<file path="config.mk">
export PLATFORM = sky130hd
export DESIGN_NAME = fetch_burst_tracker
export DESIGN_NICKNAME = d
export VERILOG_FILES = /design/src/rtl/fbt_pkg.sv /design/src/rtl/fbt_decide.sv /design/src/rtl/fbt_track.sv /design/src/rtl/fbt_beat.sv /design/src/rtl/fetch_burst_tracker.sv
export SDC_FILE = /design/constraint.sdc
export NUM_CORES = 1
export LEC_CHECK = 0
export CELL_PAD_IN_SITES_DETAIL_PLACEMENT = 1
export CELL_PAD_IN_SITES_GLOBAL_PLACEMENT = 2
export CORE_AREA = 2 2 129 131
export DETAILED_ROUTE_END_ITERATION = 7
export DIE_AREA = 0 0 131 133
export DONT_BUFFER_PORTS = 1
export PLACE_DENSITY = 0.87
export SYNTH_ARGS = -nofsm -noshare
export SYNTH_HDL_FRONTEND = slang
export SYNTH_HIERARCHICAL = 1
export SYNTH_SLANG_ARGS = --single-unit
</file>
<file path="constraint.sdc">
create_clock -name clk -period 3.9 [get_ports clk]
set_input_delay 0 -clock clk [delete_from_list [all_inputs] [get_ports clk]]
set_output_delay 0 -clock clk [all_outputs]
set_load 0.05 [all_outputs]
</file>
<file path="src/rtl/fbt_pkg.sv">
package fbt_pkg;

  typedef enum logic [1:0] {
    CYC_NSEQ = 2'b00,
    CYC_SEQ  = 2'b01,
    CYC_INT  = 2'b10,
    CYC_IDLE = 2'b11
  } cyc_e;

  localparam logic [1:0] SZ_BYTE = 2'b00;
  localparam logic [1:0] SZ_HALF = 2'b01;

  typedef enum logic [2:0] {
    D_NONE,
    D_OPEN,
    D_MERGE,
    D_CONT,
    D_SIZE,
    D_ATTR,
    D_ADDR,
    D_ORDER
  } dec_e;

  // byte distance between consecutive fetches of a given width
  function automatic logic [2:0] fetch_step(input logic [1:0] sz);
    return (sz == SZ_HALF) ? 3'd2 : 3'd4;
  endfunction

endpackage

</file>
<file path="src/rtl/fbt_decide.sv">
module fbt_decide
  import fbt_pkg::*;
#(
  parameter int AW = 32,
  parameter int AT = 5
) (
  input  logic [1:0]    cyc_i,
  input  logic [AW-1:0] addr_i,
  input  logic [AT-1:0] attr_i,
  input  logic          active_i,
  input  logic [AW-1:0] pred_i,
  input  logic [AT-1:0] cap_i,
  input  logic          ipend_i,
  input  logic [AW-1:0] iaddr_i,
  input  logic [AT-1:0] iattr_i,
  output dec_e          dec_o
);

  logic [1:0] size_w;
  logic       merge_ok;

  assign size_w   = attr_i[AT-1 -: 2];
  assign merge_ok = ipend_i && (addr_i == iaddr_i) && (attr_i == iattr_i);

  always_comb begin
    dec_o = D_NONE;
    case (cyc_i)
      CYC_NSEQ: dec_o = D_OPEN;
      CYC_SEQ: begin
        if (size_w == SZ_BYTE)      dec_o = D_SIZE;
        else if (merge_ok)          dec_o = D_MERGE;
        else if (!active_i)         dec_o = D_ORDER;
        else if (attr_i != cap_i)   dec_o = D_ATTR;
        else if (addr_i != pred_i)  dec_o = D_ADDR;
        else                        dec_o = D_CONT;
      end
      default: dec_o = D_NONE;
    endcase
  end

endmodule

</file>
<file path="src/rtl/fbt_track.sv">
module fbt_track
  import fbt_pkg::*;
#(
  parameter int AW = 32,
  parameter int AT = 5
) (
  input  logic          clk,
  input  logic          rst_n,
  input  logic [1:0]    cyc_i,
  input  dec_e          dec_i,
  input  logic [AW-1:0] addr_i,
  input  logic [AT-1:0] attr_i,
  output logic          active_o,
  output logic [AW-1:0] pred_o,
  output logic [AT-1:0] cap_o,
  output logic          ipend_o,
  output logic [AW-1:0] iaddr_o,
  output logic [AT-1:0] iattr_o
);

  function automatic logic [AW-1:0] advance(input logic [AW-1:0] base,
                                            input logic [1:0] sz);
    return base + AW'(fetch_step(sz));
  endfunction

  always_ff @(posedge clk) begin
    if (!rst_n) begin
      active_o <= 1'b0;
      pred_o   <= '0;
      cap_o    <= '0;
      ipend_o  <= 1'b0;
      iaddr_o  <= '0;
      iattr_o  <= '0;
    end else begin
      ipend_o <= (cyc_i == CYC_INT);
      case (dec_i)
        D_OPEN, D_MERGE: begin
          active_o <= 1'b1;
          pred_o   <= advance(addr_i, attr_i[AT-1 -: 2]);
          cap_o    <= attr_i;
        end
        D_CONT: pred_o <= advance(pred_o, cap_o[AT-1 -: 2]);
        D_SIZE, D_ATTR, D_ADDR, D_ORDER: active_o <= 1'b0;
        default: ;
      endcase
      if (cyc_i == CYC_INT) begin
        active_o <= active_o & ~ipend_o;
        iaddr_o  <= addr_i;
        iattr_o  <= attr_i;
      end
      if (cyc_i == CYC_IDLE) active_o <= 1'b0;
    end
  end

endmodule

</file>
<file path="src/rtl/fbt_beat.sv">
module fbt_beat
  import fbt_pkg::*;
#(
  parameter int CW = 8
) (
  input  logic          clk,
  input  logic          rst_n,
  input  dec_e          dec_i,
  output logic [CW-1:0] beat_o
);

  localparam logic [CW-1:0] BEAT_MAX = {CW{1'b1}};

  function automatic logic [CW-1:0] sat_next(input logic [CW-1:0] v);
    return (v == BEAT_MAX) ? v : v + 1'b1;
  endfunction

  always_ff @(posedge clk) begin
    if (!rst_n)                                   beat_o <= '0;
    else if (dec_i == D_OPEN || dec_i == D_MERGE) beat_o <= CW'(1);
    else if (dec_i == D_CONT)                     beat_o <= sat_next(beat_o);
  end

endmodule

</file>
<file path="src/rtl/fetch_burst_tracker.sv">
module fetch_burst_tracker
  import fbt_pkg::*;
#(
  parameter int AW = 32,
  parameter int PW = 2,
  parameter int CW = 8
) (
  input  logic          clk,
  input  logic          rst_n,
  input  logic [1:0]    cyc_type,
  input  logic [AW-1:0] fetch_addr,
  input  logic [1:0]    fetch_size,
  input  logic          fetch_wr,
  input  logic [PW-1:0] fetch_prot,
  output logic          new_burst,
  output logic          burst_continue,
  output logic          seq_hit,
  output logic          size_err,
  output logic          attr_err,
  output logic          addr_err,
  output logic          order_err,
  output logic          burst_active,
  output logic [AW-1:0] next_addr,
  output logic [CW-1:0] beat_num
);

  localparam int AT = 3 + PW;

  logic [AT-1:0] attr_w;
  logic [AT-1:0] cap_q, iattr_q;
  logic [AW-1:0] iaddr_q;
  logic          ipend_q;
  dec_e          dec_w;

  // named events for the checker
  logic ev_open, ev_merge, ev_cont, ev_fault;

  assign attr_w = {fetch_size, fetch_wr, fetch_prot};

  fbt_decide #(.AW(AW), .AT(AT)) u_decide (
    .cyc_i(cyc_type), .addr_i(fetch_addr), .attr_i(attr_w),
    .active_i(burst_active), .pred_i(next_addr), .cap_i(cap_q),
    .ipend_i(ipend_q), .iaddr_i(iaddr_q), .iattr_i(iattr_q),
    .dec_o(dec_w)
  );

  fbt_track #(.AW(AW), .AT(AT)) u_track (
    .clk(clk), .rst_n(rst_n), .cyc_i(cyc_type), .dec_i(dec_w),
    .addr_i(fetch_addr), .attr_i(attr_w),
    .active_o(burst_active), .pred_o(next_addr), .cap_o(cap_q),
    .ipend_o(ipend_q), .iaddr_o(iaddr_q), .iattr_o(iattr_q)
  );

  fbt_beat #(.CW(CW)) u_beat (
    .clk(clk), .rst_n(rst_n), .dec_i(dec_w), .beat_o(beat_num)
  );

  assign ev_open  = (dec_w == D_OPEN);
  assign ev_merge = (dec_w == D_MERGE);
  assign ev_cont  = (dec_w == D_CONT);
  assign ev_fault = (dec_w == D_SIZE) || (dec_w == D_ATTR) ||
                    (dec_w == D_ADDR) || (dec_w == D_ORDER);

  always_ff @(posedge clk) begin
    if (!rst_n) begin
      new_burst      <= 1'b0;
      burst_continue <= 1'b0;
      seq_hit        <= 1'b0;
      size_err       <= 1'b0;
      attr_err       <= 1'b0;
      addr_err       <= 1'b0;
      order_err      <= 1'b0;
    end else begin
      new_burst      <= ev_open | ev_merge;
      burst_continue <= ev_cont;
      seq_hit        <= ev_cont | ev_merge;
      size_err       <= (dec_w == D_SIZE);
      attr_err       <= (dec_w == D_ATTR);
      addr_err       <= (dec_w == D_ADDR);
      order_err      <= (dec_w == D_ORDER);
    end
  end

endmodule

</file>
# ---- Word level (Yosys, flattened, before mapping)
# Cells that the tools add are included.
dict set report totals {
  reg_bits 91
  latch_bits 0
  ram_bits 0
  mem_bits_ro 0
  in_bits 41
  out_inout_bits 48
  word_cells 70
  memories 0
}
dict set report op_classes {
  n_addsub 3
  multipliers 0
  n_div 0
  order_cmp 0
  eq_ne 18
  n_shift 0
  muxes 14
  n_bitwise 6
  n_reduce_logical 14
}
# op count
set ops {}
lappend ops {{32-bit by 3-bit adder with 32-bit output} 2}
lappend ops {{32-bit one-hot mux with 2 select lines} 1}
lappend ops {{32-bit equality test} 1}
lappend ops {{32-bit != test} 1}
lappend ops {{3-bit 2-to-1 mux} 7}
lappend ops {{3-bit equality test (second input constant)} 4}
lappend ops {{8-bit by 1-bit adder with 8-bit output (second input constant)} 1}
lappend ops {{8-bit equality test (second input constant)} 1}
lappend ops {{2-bit by 1-bit equality test with 1-bit output (second input constant)} 3}
lappend ops {{3-bit by 2-bit equality test with 1-bit output (second input constant)} 2}
lappend ops {{3-bit one-hot mux with 2 select lines} 1}
lappend ops {{2-bit OR reduction} 3}
lappend ops {{5-bit equality test} 1}
lappend ops {{5-bit != test} 1}
lappend ops {{2-bit equality test (second input constant)} 2}
lappend ops {{2-bit zero test} 2}
lappend ops {{1-bit 2-to-1 mux} 4}
lappend ops {{2-bit AND reduction} 2}
lappend ops {{2-bit nonzero test} 2}
lappend ops {{4-bit OR reduction} 1}
lappend ops {{3-bit by 1-bit equality test with 1-bit output (second input constant)} 1}
lappend ops {{1-bit inverter} 3}
lappend ops {{3-bit nonzero test} 1}
lappend ops {{1-bit logical AND} 2}
lappend ops {{5 further kinds} 6}

# ---- Logic depth before layout (Yosys ltp)
dict set report logic_depth {
  depth_word 11
  ltp_mapped 14
  ltp_nobuf 11
}

# ---- By module
# Netlist, hierarchy kept.
# module n_inst cells_each area_per_inst_um2 seq_area_each_um2
set modules_own_cells {}
lappend modules_own_cells {fbt_track 1 569 4289.1 1521.5}
lappend modules_own_cells {fbt_decide 1 111 888.4 0.0}
lappend modules_own_cells {fbt_beat 1 47 406.6 160.2}
lappend modules_own_cells {fetch_burst_tracker 1 19 217.7 140.1}

# ---- Worst setup path before layout
# No wires, ideal clock.
dict set report synth_path {
  path_kind {flip-flop to flip-flop}
  start {register u_track.pred_o[3]}
  end {register u_track.pred_o[22]}
  setup_ns 0.087
  arrival_ns 3.432
  t_required_ns 3.813
  setup_slack_ns 0.381
  path_stages_with_launch 12
  n_path_buf 1
  cell_sequence {dfxtp_1 > xnor2_1 > nand4_1 > nor4_1 > nand2_1 > a221o_1 > a21oi_1 > clkbuf_1 > nand3b_1 > or4_1 > o32a_1 > o31ai_1}
}
dict set report synth_between {
  elab_chain_len 10
  word_cells_on_any_way 14
  classes_between {add/sub (1); eq/ne (4); mux (7); reduce/logical (2)}
}
# element line
set synth_lines {}
lappend synth_lines {{from (decl)} fbt_track.sv:14} ;# output logic [AW-1:0] pred_o,
lappend synth_lines {{from (signal assigned)} fbt_track.sv:39} ;# pred_o <= advance(addr_i, attr_i[AT-1 -: 2]);
lappend synth_lines {{from (signal assigned)} fbt_track.sv:42} ;# D_CONT: pred_o <= advance(pred_o, cap_o[AT-1 -: 2]);
lappend synth_lines {{32-bit != test *} fbt_decide.sv:34} ;# else if (addr_i != pred_i) dec_o = D_ADDR;
lappend synth_lines {{3-bit 2-to-1 mux *} fbt_decide.sv:34}
lappend synth_lines {{3-bit 2-to-1 mux *} fbt_decide.sv:33} ;# else if (attr_i != cap_i) dec_o = D_ATTR;
lappend synth_lines {{3-bit 2-to-1 mux *} fbt_decide.sv:32} ;# else if (!active_i) dec_o = D_ORDER;
lappend synth_lines {{3-bit 2-to-1 mux *} fbt_decide.sv:31} ;# else if (merge_ok) dec_o = D_MERGE;
lappend synth_lines {{3-bit 2-to-1 mux *} fbt_decide.sv:30} ;# if (size_w == SZ_BYTE) dec_o = D_SIZE;
lappend synth_lines {{3-bit one-hot mux with 2 select lines *} fbt_decide.sv:27} ;# case (cyc_i)
lappend synth_lines {{via dec_w[0]} fetch_burst_tracker.sv:33} ;# dec_e dec_w;
lappend synth_lines {{3-bit by 1-bit equality test with 1-bit output or 3-bit by 2-bit equality test with 1-bit output (tied branches)} fbt_track.sv:36} ;# case (dec_i)
lappend synth_lines {{2-bit OR reduction} fbt_track.sv:36}
lappend synth_lines {{32-bit one-hot mux with 2 select lines or 2-bit nonzero test (tied branches)} -}
# The timed path passes the listed nets; every way through them passes the cells marked *.
# A chain may end at the register's enable or synchronous reset.

# ---- Final worst setup path
dict set report layout_path {
  start {register u_track.iaddr_o[14]}
  end {register u_track.pred_o[16]}
}
dict set report layout_between {
  elab_chain_len 9
  word_cells_on_any_way 12
  classes_between {eq/ne (4); mux (4); reduce/logical (4)}
}
# element line
set layout_lines {}
lappend layout_lines {{from (decl)} fbt_track.sv:17} ;# output logic [AW-1:0] iaddr_o,
lappend layout_lines {{from (signal assigned)} fbt_track.sv:48} ;# iaddr_o <= addr_i;
lappend layout_lines {{32-bit equality test *} fbt_decide.sv:23} ;# assign merge_ok = ipend_i && (addr_i == iaddr_i) && (attr_i == iattr_i);
lappend layout_lines {{1-bit logical AND * (2 in series)} fbt_decide.sv:23}
lappend layout_lines {{3-bit 2-to-1 mux *} fbt_decide.sv:31}
lappend layout_lines {{3-bit 2-to-1 mux *} fbt_decide.sv:30}
lappend layout_lines {{3-bit one-hot mux with 2 select lines *} fbt_decide.sv:27}
lappend layout_lines {{via dec_w[1]} fetch_burst_tracker.sv:33}
lappend layout_lines {{3-bit by 1-bit equality test with 1-bit output or 3-bit by 2-bit equality test with 1-bit output (tied branches)} fbt_track.sv:36}
lappend layout_lines {{2-bit OR reduction} fbt_track.sv:36}
lappend layout_lines {{32-bit one-hot mux with 2 select lines or 2-bit nonzero test (tied branches)} -}
# Marks and branches as above.

==> summary.txt <==
Outcome
  – Outcome: finished, final reports clean

Setup path
  – Crit end category: flip-flop
  – Worst Path Arrival: approximately 3.8 ns
  – Critical path's largest stage delay: slightly above 0.6 ns
  – Worst EP required: ~4.2 ns
  – Worst path cell trace: xor2_1, nor4_1, nand4_1, or4b_1, a311oi_2, buf_4, o21bai_2, buf_4, nor2_1, buf_4, o21ai_0, a21oi_1
  – WP depth: 12
  – Worst R2R Start: u_track/iaddr_o[14]$_SDFFE_PN0P_
  – Reg-to-Reg End: u_track/pred_o[16]$_SDFFE_PN0P_
  – CP max-delay cell: or4b_1
  – Top delay family on crit path: simple AND/OR/NAND/NOR gates
  – Flop-to-flop setup slack: 0.35 ns
  – Worst r2r path cells: 12
  – CP max FO: 24
  – Crit Path Class: reg2reg
  – CP bufs+invs: 3
  – Startpoint Class: flip-flop
  – Top cell by count, worst path: buf_4

Placed design
  – Final HPWL DP: around 17 mm
  – Port Buf Inserts: 0
  – RePlAce Congestion: ~0.94
  – Dpl cell area: between 6000 and 7000 um^2

Floorplanning
  – Initial Util: 0.359
  – Die X: between 100 and 150 um
  – I/O pin cnt: 89
  – Core ar.: between 15000 and 20000 um^2
  – Die height: around 130 um
  – Die ar.: about 17000 um^2
  – Cell Rows: 47

Clocking
  – Gates resized, CTS repair: 0
  – Worst-skew pair later-pin latency: approximately 0.36 ns
  – Total CTS buffers: 9
  – CTS root buf: clkbuf_16
  – TritonCTS clock tree: done
  – Clk sinks: 91
  – H-tree Lvls: 3
  – Hold buffer count at CTS: 40
  – Post-CTS Setup Inserts: 0
  – CTS Buffer Depth: 2
  – Worst-path clk slew: about 0.07 ns

Power
  – Leak: ~2.4 nW
  – Power consumption: 2.57 mW
  – Worst vdd ir: ~0.23 mV
  – Power per Cell Area: around 370 nW/um^2

Routing
  – Antenna Violating Nets Remaining: 0
  – Met3 WL: between 2 and 2.5 mm
  – Routed vias: 6290
  – Final WL: 24.8 mm
  – DRC: 0
  – M1 wire length: 9.78 mm
  – Met2 wire len: 11.6 mm
  – Vias per cell: approximately 6.1
  – DRT iter0 DRCs: between 400 and 500
  – Pre-antenna DRT Iters: 5
  – Drt wl/cell: about 24 um
  – Top sig layer: met4

Final layout
  – Ant. Diodes: 0
  – Fin area: 7020 um^2
  – Share of layout cells above drive strength 1: 0.113
  – Final Core Density: 0.434
  – Area grow syn2layout: 21.0%
  – Layout Nets: around 860

Logic synthesis
  – Synthesized cell area: 5800 um^2
  – Seq/Total Area, Yosys: 0.314
  – Syn_area_per_cell: approximately 7.8 um^2
  – #FFs+latches synth: 91
  – Primary FF master, synth: dfxtp_1
  – Syn_nets: about 790
  – Post-synthesis cell count: ~750
  – Asr flop ratio synth: 0
  – EDFF count, synth: 0
  – Number of distinct library cells after synthesis: 71
  – Warnings from Yosys: 6

Timing
  – Worst Hold Slack: ~0.00059 ns
  – Worst clock skew: roughly 0.0091 ns
  – Final hold viol count: 0
  – Slew headroom: 0.281
  – Fmax: 282 MHz
  – Slew of the pin with the lowest slew margin: approximately 1.1 ns
  – # setup viols final: 0
  – Clock period minus worst slack: approximately 3.5 ns
  – TNS Setup: 0 ns
  – RSZ-0062 raised after global routing: false
  – Max-slew violation count: 0
  – Crit share post-route: 0.909

Min path
  – Worst Hold Path EP: u_track/pred_o[25]$_SDFFE_PN0P_
  – Hold-critical path depth: 3
  – Hold Startpoint: fetch_addr[25]
  – Worst hold-check path type: in2reg

GRT
  – First-pass GRT wire length: roughly 37 mm
  – Total GRT Usage: 0.285
  – Grt total ovfl: 0
  – Largest net degree at the start of global routing: 41
  – Vias in the first global route: about 6400
  – Initial antenna violation count: 0

Job
  – Max-cap violations: 0
cells in the mapped netlist (all sizes together) (5+ instances only):
cell / instances / share of area
nand2: 133 / 0.086
dfxtp: 91 / 0.31
a21oi: 79 / 0.068
xnor2: 71 / 0.11
nor2: 32 / 0.021
nand4: 29 / 0.032
clkbuf: 27 / 0.017
xor2: 26 / 0.039
nand3: 21 / 0.018
o21ai: 21 / 0.018
nor3: 20 / 0.017
nor4: 18 / 0.023
and3: 16 / 0.017
inv: 16 / 0.010
o31ai: 13 / 0.020
or4: 11 / 0.014
o31a: 8 / 0.012
a31oi: 7 / 0.0075
buf: 7 / 0.0071
nand2b: 7 / 0.0075
a211oi: 6 / 0.0078
and4: 6 / 0.0095
mux2i: 6 / 0.010
ha: 5 / 0.011
nor3b: 5 / 0.0082
or2: 5 / 0.0054
or3: 5 / 0.0058
where the power goes:
| group | internal [mW] | total, mW | switching [mW] | leakage (nW) |
|---|---|---|---|---|
| registers | 0.983 | 1.03 | 0.0497 | 0.746 |
| logic | 0.223 | 0.620 | 0.397 | 1.53 |
| clock network | 0.497 | 0.914 | 0.417 | 0.142 |
layer usage:
| layer | GRT usage | vias up |
|---|---|---|
| li1 | - | 2819 |
| met1 | 0.357 | 3093 |
| met2 | 0.451 | 306 |
| met3 | 0.0732 | 72 |
| met4 | 0.143 | 0 |
| met5 | 0 | - |
worst max path at each step:
stage / endpoint / slack [ns] / startpoint
after floorplan: u_track/pred_o[22]$_SDFFE_PN0P_ / 0.38 / u_track/pred_o[3]$_SDFFE_PN0P_
after global placement: u_track/pred_o[30]$_SDFFE_PN0P_ / 0.53 / u_track/iaddr_o[14]$_SDFFE_PN0P_
after detailed placement: u_track/pred_o[27]$_SDFFE_PN0P_ / 0.42 / u_track/iaddr_o[14]$_SDFFE_PN0P_
after CTS: u_track/pred_o[27]$_SDFFE_PN0P_ / 0.40 / u_track/iaddr_o[14]$_SDFFE_PN0P_
after global routing: u_track/pred_o[30]$_SDFFE_PN0P_ / 0.21 / u_track/iaddr_o[14]$_SDFFE_PN0P_
final: u_track/pred_o[16]$_SDFFE_PN0P_ / 0.35 / u_track/iaddr_o[14]$_SDFFE_PN0P_
per-stage QoR:
stage                     std cells  setup slack, ns
after floorplan                 746            0.381
after global placement          980            0.527
after detailed placement        980            0.423
after CTS                      1035            0.405
after global routing           1035            0.205
final                          1035            0.354
sequential cells by signal, summed over array words and instances, names as in the netlist:
signal            cells
addr_err              1
order_err             1
size_err              1
u_track/iaddr_o      32
u_track/iattr_o       5
attr_err              1
u_track/cap_o         5
u_track/pred_o       32
u_beat/beat_o         8
burst_continue        1
new_burst             1
seq_hit               1
u_track/active_o      1
u_track/ipend_o       1
logic make-up (layout without fill, tap and decap cells):
group                    after synthesis  in the layout  synth area share
XOR/XNOR                              97             97             0.146
AND/OR/NAND/NOR                      325            325             0.291
multiplexers                           6              6            0.0104
flip-flops                            91             91             0.314
AO/OA/AOI/OAI                        170            170             0.186
buffers and inverters                 50            119            0.0349
adder cells (fa/ha/maj)                7              7            0.0177
layout make-up:
cell class / instances / area, um^2
sequential: 91 / 1820
tap: 220 / 275
multi-input combinational: 605 / 3790
clock buffer: 9 / 225
timing repair buffer: 88 / 783
inverter: 16 / 60.1
clock inverter: 6 / 65.1
fill: 1955 / 9150
layout by cell type (no fill, tap or decap), types with 15 or more instances in the layout:
cell type,synthesis,final
buf_4,1,47
o21ai_0,21,21
nand2_1,133,133
xor2_1,26,26
nor3_1,20,20
xnor2_1,71,71
a21oi_1,79,79
nand4_1,28,28
nor2_1,32,32
dlygate4sd3_1,0,39
dfxtp_1,91,91
nand3_1,21,21
inv_1,16,15
and3_1,15,15
nor4_1,15,15
worst min-delay path: cells and delay by family:
kind	cells	cell delay [ns]
compound gates	3	0.33
Power figures use the tool's default switching activity.
